### config.mk
export PLATFORM = sky130hd
export DESIGN_NAME = spi_bufmaster
export DESIGN_NICKNAME = d
export VERILOG_FILES = /design/src/rtl/spi_bm_pkg.sv /design/src/rtl/spi_bm_sync.sv /design/src/rtl/spi_bm_halftick.sv /design/src/rtl/spi_bm_shifter.sv /design/src/rtl/spi_bufmaster.sv
export SDC_FILE = /design/constraint.sdc
export NUM_CORES = 1
export LEC_CHECK = 0
export ABC_CLOCK_PERIOD_IN_PS = 2600
export BUFFER_PORTS_ARGS = -buffer_cell sky130_fd_sc_hd__buf_2
export CAP_MARGIN = 10
export CORE_MARGIN = 3
export CORE_UTILIZATION = 31
export CTS_BUF_LIST = sky130_fd_sc_hd__clkbuf_4
export DETAILED_ROUTE_END_ITERATION = 7
export PLACE_DENSITY = 0.48
export SLEW_MARGIN = 25
export SYNTH_ARGS = -nofsm -noshare
export SYNTH_HDL_FRONTEND = slang
export SYNTH_SLANG_ARGS = --single-unit
### constraint.sdc
create_clock -name clk -period 2.6 [get_ports clk]
set_input_delay 0.13 -clock clk [delete_from_list [all_inputs] [get_ports clk]]
set_output_delay 0.13 -clock clk [all_outputs]
set_load 0.01 [all_outputs]
### src/rtl/spi_bm_pkg.sv
package spi_bm_pkg;

    localparam int DATA_W    = 16;
    localparam int NARROW_W  = 8;
    localparam int DIV_W     = 8;
    localparam int STICKY_W  = 4;
    localparam int EDGE_W    = $clog2(2 * DATA_W + 1);
    localparam int POS_W     = $clog2(DATA_W);

    // Control word, bit 0 at the bottom.
    typedef struct packed {
        logic [DIV_W-1:0] div;
        logic             ssin_en;
        logic             get_more;
        logic             send_last;
        logic             cpha;
        logic             cpol;
        logic             lsb_first;
        logic             wide;
        logic             enable;
    } ctl_t;

    typedef struct packed {
        logic busy;
        logic rx_full;
        logic tx_full;
        logic fault;
        logic rx_over;
        logic tx_under;
        logic done;
    } stat_t;

    localparam int CTL_W  = $bits(ctl_t);
    localparam int STAT_W = $bits(stat_t);

    // Position in the data word of the b-th bit on the wire.
    function automatic logic [POS_W-1:0] bit_pos(input logic [POS_W-1:0] b,
                                                 input logic wide,
                                                 input logic lsb);
        logic [POS_W-1:0] top;
        top = wide ? POS_W'(DATA_W - 1) : POS_W'(NARROW_W - 1);
        return lsb ? b : (top - b);
    endfunction

    function automatic logic [EDGE_W-1:0] edges_for(input logic wide);
        return wide ? EDGE_W'(2 * DATA_W) : EDGE_W'(2 * NARROW_W);
    endfunction

endpackage

### src/rtl/spi_bm_sync.sv
module spi_bm_sync #(
    parameter int   STAGES    = 2,
    parameter logic RESET_VAL = 1'b1
) (
    input  logic clk,
    input  logic rst,
    input  logic async_in,
    output logic sync_out
);
    logic [STAGES-1:0] chain_q;

    always_ff @(posedge clk) begin
        if (rst) chain_q <= {STAGES{RESET_VAL}};
        else     chain_q <= {chain_q[STAGES-2:0], async_in};
    end

    assign sync_out = chain_q[STAGES-1];
endmodule

### src/rtl/spi_bm_halftick.sv
module spi_bm_halftick
    import spi_bm_pkg::*;
(
    input  logic             clk,
    input  logic             rst,
    input  logic             run,
    input  logic [DIV_W-1:0] div,
    output logic             tick
);
    logic [DIV_W-1:0] cnt_q;

    assign tick = run && (cnt_q == div);

    always_ff @(posedge clk) begin
        if (rst || !run || tick) cnt_q <= '0;
        else                     cnt_q <= cnt_q + DIV_W'(1);
    end
endmodule

### src/rtl/spi_bm_shifter.sv
module spi_bm_shifter
    import spi_bm_pkg::*;
(
    input  logic              clk,
    input  logic              rst,
    input  logic              start,
    input  logic              abort,
    input  logic              tick,
    input  logic [DATA_W-1:0] word,
    input  logic              wide,
    input  logic              lsb,
    input  logic              cpol,
    input  logic              cpha,
    input  logic              miso,
    output logic              busy,
    output logic              sclk,
    output logic              mosi,
    output logic              ss_n,
    output logic              done,
    output logic [DATA_W-1:0] rx_word
);
    logic [EDGE_W-1:0] edge_q;
    logic [DATA_W-1:0] txw_q, rxw_q;
    logic [POS_W-1:0]  drv_bit, smp_bit;
    logic              is_sample;

    always_comb begin
        smp_bit = POS_W'(edge_q >> 1);
        if (cpha && (edge_q != '0)) drv_bit = POS_W'((edge_q - EDGE_W'(1)) >> 1);
        else                        drv_bit = POS_W'(edge_q >> 1);
        is_sample = (edge_q[0] == cpha);
    end

    assign sclk    = busy ? (cpol ^ edge_q[0]) : cpol;
    assign mosi    = busy && txw_q[bit_pos(drv_bit, wide, lsb)];
    assign ss_n    = !busy;
    assign rx_word = rxw_q;

    always_ff @(posedge clk) begin
        if (rst) begin
            busy   <= 1'b0;
            done   <= 1'b0;
            edge_q <= '0;
            txw_q  <= '0;
            rxw_q  <= '0;
        end else begin
            done <= 1'b0;
            if (abort) begin
                busy <= 1'b0;
            end else if (start) begin
                busy   <= 1'b1;
                edge_q <= '0;
                txw_q  <= word;
                rxw_q  <= '0;
            end else if (busy && tick) begin
                if (is_sample) rxw_q[bit_pos(smp_bit, wide, lsb)] <= miso;
                edge_q <= edge_q + EDGE_W'(1);
                if ((edge_q + EDGE_W'(1)) == edges_for(wide)) begin
                    busy <= 1'b0;
                    done <= 1'b1;
                end
            end
        end
    end
endmodule

### src/rtl/spi_bufmaster.sv
module spi_bufmaster
    import spi_bm_pkg::*;
#(
    parameter int SYNC_STAGES = 2
) (
    input  logic                clk,
    input  logic                rst,
    input  logic                ctl_we,
    input  logic [CTL_W-1:0]    ctl_wdata,
    input  logic                tx_we,
    input  logic [DATA_W-1:0]   tx_wdata,
    input  logic                rx_re,
    output logic [DATA_W-1:0]   rx_rdata,
    input  logic                clr_we,
    input  logic [STICKY_W-1:0] clr_mask,
    output logic [STAT_W-1:0]   status,
    output logic                sclk,
    output logic                mosi,
    input  logic                miso,
    output logic                ss_n,
    input  logic                ss_in_n
);
    ctl_t              ctl_q;
    logic [DATA_W-1:0] tx_buf_q, last_q, rx_buf_q;
    logic              tx_full_q, rx_full_q;
    logic              done_q, under_q, over_q, fault_q;

    logic              eng_busy, eng_done, eng_tick, ssin_s;
    logic [DATA_W-1:0] eng_rx, load_word;
    logic              abort, start, fault_hit, rx_full_eff;
    logic [STICKY_W-1:0] clr;
    stat_t             stat;

    spi_bm_sync #(.STAGES(SYNC_STAGES), .RESET_VAL(1'b1)) u_ssin_sync (
        .clk(clk), .rst(rst), .async_in(ss_in_n), .sync_out(ssin_s)
    );

    spi_bm_halftick u_half (
        .clk(clk), .rst(rst), .run(eng_busy), .div(ctl_q.div), .tick(eng_tick)
    );

    spi_bm_shifter u_shift (
        .clk(clk), .rst(rst), .start(start), .abort(abort), .tick(eng_tick),
        .word(load_word), .wide(ctl_q.wide), .lsb(ctl_q.lsb_first),
        .cpol(ctl_q.cpol), .cpha(ctl_q.cpha), .miso(miso),
        .busy(eng_busy), .sclk(sclk), .mosi(mosi), .ss_n(ss_n),
        .done(eng_done), .rx_word(eng_rx)
    );

    always_comb begin
        abort       = !ctl_q.enable || fault_q;
        start       = !abort && !eng_busy && (tx_full_q || rx_re);
        load_word   = tx_full_q ? tx_buf_q : (ctl_q.send_last ? last_q : '0);
        rx_full_eff = rx_full_q && !rx_re;
        fault_hit   = ctl_q.ssin_en && ctl_q.enable && !ssin_s;
        clr         = clr_we ? clr_mask : '0;
    end

    always_ff @(posedge clk) begin
        if (rst) begin
            ctl_q     <= '0;
            tx_buf_q  <= '0;
            last_q    <= '0;
            rx_buf_q  <= '0;
            tx_full_q <= 1'b0;
            rx_full_q <= 1'b0;
            done_q    <= 1'b0;
            under_q   <= 1'b0;
            over_q    <= 1'b0;
            fault_q   <= 1'b0;
        end else begin
            if (ctl_we) ctl_q <= ctl_t'(ctl_wdata);

            if (start && tx_full_q) begin
                last_q    <= tx_buf_q;
                tx_full_q <= 1'b0;
            end
            if (tx_we) begin
                tx_buf_q  <= tx_wdata;
                tx_full_q <= 1'b1;
            end

            if (eng_done) begin
                if (!rx_full_eff || ctl_q.get_more) begin
                    rx_buf_q  <= eng_rx;
                    rx_full_q <= 1'b1;
                end
            end else if (rx_re) begin
                rx_full_q <= 1'b0;
            end

            done_q  <= (done_q  && !clr[0]) || eng_done;
            under_q <= (under_q && !clr[1]) || (start && !tx_full_q);
            over_q  <= (over_q  && !clr[2]) || (eng_done && rx_full_eff);
            fault_q <= (fault_q && !clr[3]) || fault_hit;
        end
    end

    always_comb begin
        stat.busy     = eng_busy;
        stat.rx_full  = rx_full_q;
        stat.tx_full  = tx_full_q;
        stat.fault    = fault_q;
        stat.rx_over  = over_q;
        stat.tx_under = under_q;
        stat.done     = done_q;
    end

    assign status   = stat;
    assign rx_rdata = rx_buf_q;
endmodule

==> flow_metrics.env, run 1 <==
export IMPL_final_core_utilization_pct=40.4
export IMPL_regToRegSetupSlack_ns=0.41
export IMPL_htreeDepth=4
export IMPL_timing_critical_path_fanout_max=4
export IMPL_edff_count_synth=0
export IMPL_postSynthNetCount=650
export IMPL_total_leakage_power_uw=0.00272
export IMPL_cts_tree="done"
export IMPL_worst_setup_path_startpoint="u_shift.edge_q[1]"
export IMPL_area_of_the_mapped_netlist_um2=5300
export IMPL_wl_met2_um=5720
export IMPL_initial_standard_cell_utilization_of_the_core_pct=31.9
export IMPL_worstPathBufferInverterCount=4
export IMPL_clk_latency_ns=0.54
export IMPL_drtIter0Drc=281
export IMPL_ff_latch_area_um2=2400
export IMPL_place_detailed_hpwl_um=8480
export IMPL_routed_vias=4483
export IMPL_gr_usage_all_layers_pct=14.0
export IMPL_synth_yosys_seq_area_share_pct=45.3
export IMPL_irDropWorstVdd_mv=0.321
export IMPL_critical_path_top_delay_family="buffers and inverters"
export IMPL_final_min_period_over_clock_period_pct=112
export IMPL_placed_cells=865
export IMPL_grt_max_degree=51
export IMPL_ys_dominant_reg_cell="sky130_fd_sc_hd__dfxtp_1"
export IMPL_finish_net_count=770
export IMPL_yosys_register_bits=120
export IMPL_max_cap_viol_count=0
export IMPL_core_region_area_um2=16600
export IMPL_critical_path_class="reg2out"
export IMPL_postRouteAntennaNets=0
export IMPL_wirelength_met1_um=5970
export IMPL_ys_types=52
export IMPL_routabilityCongestion=0.791
export IMPL_cts_buffers=17
export IMPL_drc=2
export IMPL_areaGrowthSynthToFinish_pct=26.9
export IMPL_synth_top_cell_area_share_pct=45.3
export IMPL_tritoncts_num_sinks=120
export IMPL_global_route_wire_length_before_repair_um=20800
export IMPL_reg2reg_depth=6
export IMPL_timing_final_crit_period_ns=2.90
export IMPL_holdPathEnd="tx_full_q"
export IMPL_synth_async_reset_ratio_pct=0
export IMPL_final_instance_count_excl_fill=955
export IMPL_status="finished, violations left"
export IMPL_worst_slew_pin_transition_ns=0.788
export IMPL_design_die_area_um2=18700
export IMPL_hold_path_class="in2reg"
export IMPL_critical_path_startpoint_type="flop"
export IMPL_via_per_inst=4.69
export IMPL_timing_critical_path_arrival_ns=2.77
export IMPL_post_synth_main_area_contributors="sky130_fd_sc_hd__dfxtp_1 45%, sky130_fd_sc_hd__mux2i_1 12%, sky130_fd_sc_hd__nor2_1 6.9%, sky130_fd_sc_hd__nand2_1 6.0%, sky130_fd_sc_hd__a21oi_1 4.1%"
export IMPL_slew_limit_headroom_pct=47.5
export IMPL_crit_reg2reg_capture="u_shift.rx_word[0]"
export IMPL_dr_max_layer_used="met4"
export IMPL_clock_tree_root_cell="sky130_fd_sc_hd__clkbuf_4"
export IMPL_drtPass1Iterations=8
export IMPL_timing_final_max_slew_violations=0
export IMPL_die_height_um=137
export IMPL_slowest_stage="sky130_fd_sc_hd__dfxtp_2"
export IMPL_violations_in_the_final_reports="DRC, setup timing"
export IMPL_setup_worst_path_end_class="output port"
export IMPL_critical_path_most_common_cell="sky130_fd_sc_hd__mux2i_1"
export IMPL_rsz0062_at_grt="yes"
export IMPL_final_setup_viol_count=1
export IMPL_timing_hold_worst_path_depth=3
export IMPL_cell_chain_of_the_critical_path="inv_2 -> ha_4 -> nor3b_4 -> buf_6 -> nor3_4 -> a21oi_4 -> buf_4 -> mux2i_1 -> mux2i_1 -> mux2_2 -> o211ai_2 -> buf_2"
export IMPL_mostFrequentLayoutCell="sky130_fd_sc_hd__dfxtp_1"
export IMPL_path_clk_slew_ns=0.11
export IMPL_critical_path_required_ns=2.47
export IMPL_boundaryPins=70
export IMPL_initial_antenna_violation_count=1
export IMPL_drt_total_wl_um=12500
export IMPL_wl_per_cell_um=13.0
export IMPL_critPathMaxStageDelay_ns=0.35
export IMPL_wl_met3_um=564
export IMPL_minimum_setup_slack_in_the_final_design_ns=-0.302
export IMPL_nFillCells=1663
export IMPL_layout_cells_sized_above_1_pct=20.4
export IMPL_cts_root_to_sink_buffers=2
export IMPL_floorplan_rows=47
export IMPL_fp_dieW_um=137
export IMPL_layout_cells_most_common_list="118 x sky130_fd_sc_hd__dfxtp_1, 96 x sky130_fd_sc_hd__nor2_1, 85 x sky130_fd_sc_hd__nand2_1, 69 x sky130_fd_sc_hd__buf_2, 65 x sky130_fd_sc_hd__mux2i_1"
export IMPL_min_from="tx_we"
export IMPL_global_route_overflow_total=0
export IMPL_multi_input_area_um2=2690
export IMPL_grt_pass1_vias=4276
export IMPL_max_clock_freq_ghz=0.345
export IMPL_ys_warnings_count=0
export IMPL_worst_clock_skew_ns=0.0173
export IMPL_port_buffer_count=69
export IMPL_hold_viol_final=0
export IMPL_synthDominantAreaCellType="sky130_fd_sc_hd__dfxtp_1"
export IMPL_hold_slack_ns=0.139
export IMPL_synthesis_area_per_instance_um2=8.81
export IMPL_cellPowerDensity_nw_per_um2=530
export IMPL_synth_cells=602
export IMPL_rr_startpoint="u_half.cnt_q[0]"
==> registers in the layout, summed over array words and instances (netlist names), 2 cells and up <==
| register | cells |
|---|---|
| ctl_q | 16 |
| last_q | 16 |
| rx_rdata | 16 |
| tx_buf_q | 16 |
| u_shift.rx_word | 16 |
| u_shift.txw_q | 16 |
| u_half.cnt_q | 8 |
| u_shift.edge_q | 6 |
| u_ssin_sync.chain_q | 2 |
==> area by class of cell <==
type                            count  area share (%)
Multi-Input combinational cell    430            40.0
Timing Repair Buffer              146            15.6
Clock buffer                       20            2.23
Sequential cell                   120            35.7
Inverter                            7           0.390
Antenna cell                        1          0.0372
Tap cell                          220            4.09
Clock inverter                     11            1.95
==> synthesized netlist by cell type, drive strengths merged, types with 4 or more instances <==
master / n
dfxtp: 120
nor2: 97
nand2: 85
mux2i: 65
a21oi: 44
clkbuf: 34
xnor2: 17
a222oi: 16
nand3: 16
nor3: 13
buf: 11
xor2: 10
inv: 7
and3: 5
nor2b: 5
o211ai: 5
ha: 4
==> through the flow <==
step | cell area (um2) | worst slack [ns] | setup TNS, ns | power (uW)
2_1_floorplan | 5300 | 0.299 | 0 | 2110
3_3_place_gp | 5840 | 0.207 | 0 | 2190
3_5_place_dp | 5850 | 0.135 | 0 | 2190
4_1_cts | 6730 | -0.328 | -0.328 | 3640
5_1_grt | 6730 | -0.500 | -0.500 | 3760
6_report | 6730 | -0.302 | -0.302 | 3570
==> cell families after synthesis <==
family | Yosys count | share of synthesized area, %
AO/OA/AOI/OAI | 86 | 11.0
XOR/XNOR | 27 | 4.60
adder cells (fa/ha/maj) | 4 | 0.944
buffers and inverters | 52 | 4.72
flip-flops | 120 | 45.3
multiplexers | 68 | 12.9
AND/OR/NAND/NOR | 245 | 20.5
==> worst max path at each step <==
stage / to / cells after the start
finish: mosi / 12
global route: mosi / 12
CTS: mosi / 7
detailed placement: mosi / 7
global placement: mosi / 7
floorplan: mosi / 9
==> report_power, final <==
| part | leakage [uW] | switching, uW | internal [uW] |
|---|---|---|---|
| registers | 0.000975 | 28.7 | 1870 |
| clock network | 0.000161 | 681 | 680 |
| logic | 0.00159 | 150 | 154 |
| total | 0.00272 | 860 | 2710 |
==> per-layer routing <==
layer	track usage (%)	vias to the layer above
li1	-	2307
met2	22.2	96
met5	0	-
met3	4.38	22
met4	5.16	0
met1	17.9	2058
==> timing repair <==
item                       CTS  global route
hold buffers                49             0
buffers inserted             9             0
cloned                       0             0
hold endpoints to repair    56             0
pin swaps                    8             2
gates resized for setup     12             1
setup endpoints to repair    1             1
==> worst reg2reg max path, stage by stage (launching register included) <==
cell and delay, ns:
sky130_fd_sc_hd__dfxtp_1 0.44, sky130_fd_sc_hd__xnor2_1 0.14, sky130_fd_sc_hd__nand4_1 0.17, sky130_fd_sc_hd__or4_1 0.70, sky130_fd_sc_hd__nor3_1 0.34, sky130_fd_sc_hd__mux2i_1 0.23, sky130_fd_sc_hd__nor2_1 0.06
(Power assumes the default switching activity.)
==> run 2: changes to the inputs <==
HOLD_SLACK_MARGIN = 0.02   (was not set)
REMOVE_ABC_BUFFERS = 1   (was not set)
SKIP_CTS_REPAIR_TIMING = 1   (was not set)
==> run 2 against run 1 <==
  * The flow finishes with violations (setup timing)
  * Via count up 1.0%
  * Total power is 2.7% lower
  * Sequential share of layout area rose by 0.26 points
  * Wire length rose by 1.6%
  * Critical endpoint unchanged
  * Combinational power about the same
  * Maximum frequency shrank 1.2%
  * Setup slack lost 0.034 ns
==> flow_metrics.env, run 2 (same netlist as run 1, synthesis figures left out) <==
export IMPL_routed_vias=4529
export IMPL_critical_path_startpoint_type="flop"
export IMPL_clock_tree_root_cell="sky130_fd_sc_hd__clkbuf_4"
export IMPL_final_instance_count_excl_fill=952
export IMPL_finish_net_count=765
export IMPL_max_clock_freq_ghz=0.341
export IMPL_drc=0
export IMPL_final_setup_viol_count=1
export IMPL_total_leakage_power_uw=0.00268
export IMPL_wl_met3_um=607
export IMPL_layout_cells_sized_above_1_pct=20.1
export IMPL_hold_path_class="in2reg"
export IMPL_setup_worst_path_end_class="output port"
export IMPL_mostFrequentLayoutCell="sky130_fd_sc_hd__dfxtp_1"
export IMPL_drt_total_wl_um=12700
export IMPL_routabilityCongestion=0.827
export IMPL_postRouteAntennaNets=0
export IMPL_wl_met2_um=6020
export IMPL_final_min_period_over_clock_period_pct=113
export IMPL_boundaryPins=70
export IMPL_initial_antenna_violation_count=1
export IMPL_initial_standard_cell_utilization_of_the_core_pct=31.9
export IMPL_cts_root_to_sink_buffers=2
export IMPL_drtIter0Drc=400
export IMPL_violations_in_the_final_reports="setup timing"
export IMPL_tritoncts_num_sinks=120
export IMPL_via_per_inst=4.76
export IMPL_htreeDepth=4
export IMPL_min_from="miso"
export IMPL_gr_usage_all_layers_pct=13.7
export IMPL_status="finished, violations left"
export IMPL_design_die_area_um2=18700
export IMPL_cts_buffers=17
export IMPL_core_region_area_um2=16600
export IMPL_placed_cells=868
export IMPL_wirelength_met1_um=5760
export IMPL_critical_path_required_ns=2.47
export IMPL_clk_latency_ns=0.53
export IMPL_critPathMaxStageDelay_ns=0.59
export IMPL_critical_path_class="reg2out"
export IMPL_layout_cells_most_common_list="118 x sky130_fd_sc_hd__dfxtp_1, 96 x sky130_fd_sc_hd__nor2_1, 85 x sky130_fd_sc_hd__nand2_1, 69 x sky130_fd_sc_hd__buf_2, 65 x sky130_fd_sc_hd__mux2i_1"
export IMPL_slew_limit_headroom_pct=56.8
export IMPL_crit_reg2reg_capture="u_shift.rx_word[2]"
export IMPL_worst_slew_pin_transition_ns=0.646
export IMPL_dr_max_layer_used="met4"
export IMPL_timing_final_max_slew_violations=0
export IMPL_hold_slack_ns=0.0298
export IMPL_global_route_overflow_total=0
export IMPL_cell_chain_of_the_critical_path="or4b_4 -> a21oi_4 -> xor2_2 -> mux2_4 -> o211ai_1 -> o211ai_2 -> buf_2"
export IMPL_areaGrowthSynthToFinish_pct=26.0
export IMPL_minimum_setup_slack_in_the_final_design_ns=-0.336
export IMPL_grt_pass1_vias=4262
export IMPL_global_route_wire_length_before_repair_um=20400
export IMPL_hold_viol_final=0
export IMPL_fp_dieW_um=137
export IMPL_die_height_um=137
export IMPL_timing_critical_path_fanout_max=5
export IMPL_place_detailed_hpwl_um=8690
export IMPL_path_clk_slew_ns=0.11
export IMPL_slowest_stage="sky130_fd_sc_hd__or4b_4"
export IMPL_floorplan_rows=47
export IMPL_timing_critical_path_arrival_ns=2.81
export IMPL_timing_hold_worst_path_depth=3
export IMPL_rr_startpoint="u_half.cnt_q[0]"
export IMPL_irDropWorstVdd_mv=0.264
export IMPL_postPlaceCellArea_um2=5880
export IMPL_cts_tree="done"
export IMPL_grt_max_degree=45
export IMPL_regToRegSetupSlack_ns=0.47
export IMPL_timing_final_crit_period_ns=2.94
export IMPL_holdPathEnd="u_shift.rx_word[5]"
export IMPL_max_cap_viol_count=0
export IMPL_wl_per_cell_um=13.3
export IMPL_reg2reg_depth=6
export IMPL_rsz0062_at_grt="yes"
export IMPL_port_buffer_count=69
export IMPL_cellPowerDensity_nw_per_um2=520
export IMPL_stdcell_area_um2=6680
export IMPL_worst_clock_skew_ns=0.0116
export IMPL_drtPass1Iterations=5
[run 2: through the flow]
step	setup TNS, ns	worst slack [ns]	utilization, %	power (uW)
after floorplan	0	0.251	-	2070
final	-0.336	-0.336	40.2	3470
after detailed placement	0	0.119	35.3	2200
after global placement	0	0.212	35.3	2190
after global routing	-0.464	-0.464	40.2	3650
after CTS	-0.517	-0.517	36.9	3480
[run 2: metal layers]
layer	global-route usage, %	vias up
met1	16.7	2113
met3	3.86	18
met4	5.99	0
met2	22.4	102
li1	-	2296
met5	0	-
[run 2: worst max path at each step]
stage                      start   end  depth (start not counted)
6_report       u_shift.edge_q[0]  mosi                          7
5_1_grt        u_shift.edge_q[0]  mosi                          7
4_1_cts        u_shift.edge_q[1]  mosi                          7
3_5_place_dp   u_shift.edge_q[1]  mosi                          7
3_3_place_gp   u_shift.edge_q[0]  mosi                          7
2_1_floorplan           ctl_q[2]  mosi                          5
[run 2: final cells by class]
class	instances	area, um2
clock buffers	17	128
repair buffers	141	1020
fillers	1707	9960
multi-input cells	430	2690
inverters	7	26.3
flip-flops and latches	120	2400
diodes	2	5.00
well taps	220	275
clock inverters	15	136
[run 2: worst max-delay path, delay by kind of cell, from the launching register on]
kind                      cells  cell delay, ns
AOI/OAI and AO/OA             3            0.63
and+or+nand+nor               1            0.59
DFF                           1            0.35
muxes                         1            0.32
xor gates and xnor gates      1            0.24
buffers and inverters         1            0.16
[run 2: power breakdown]
part | internal (uW) | leakage, uW | switching, uW
Combinational | 154 | 0.00157 | 152
Clock | 552 | 0.000138 | 712
Sequential | 1870 | 0.000975 | 28.5
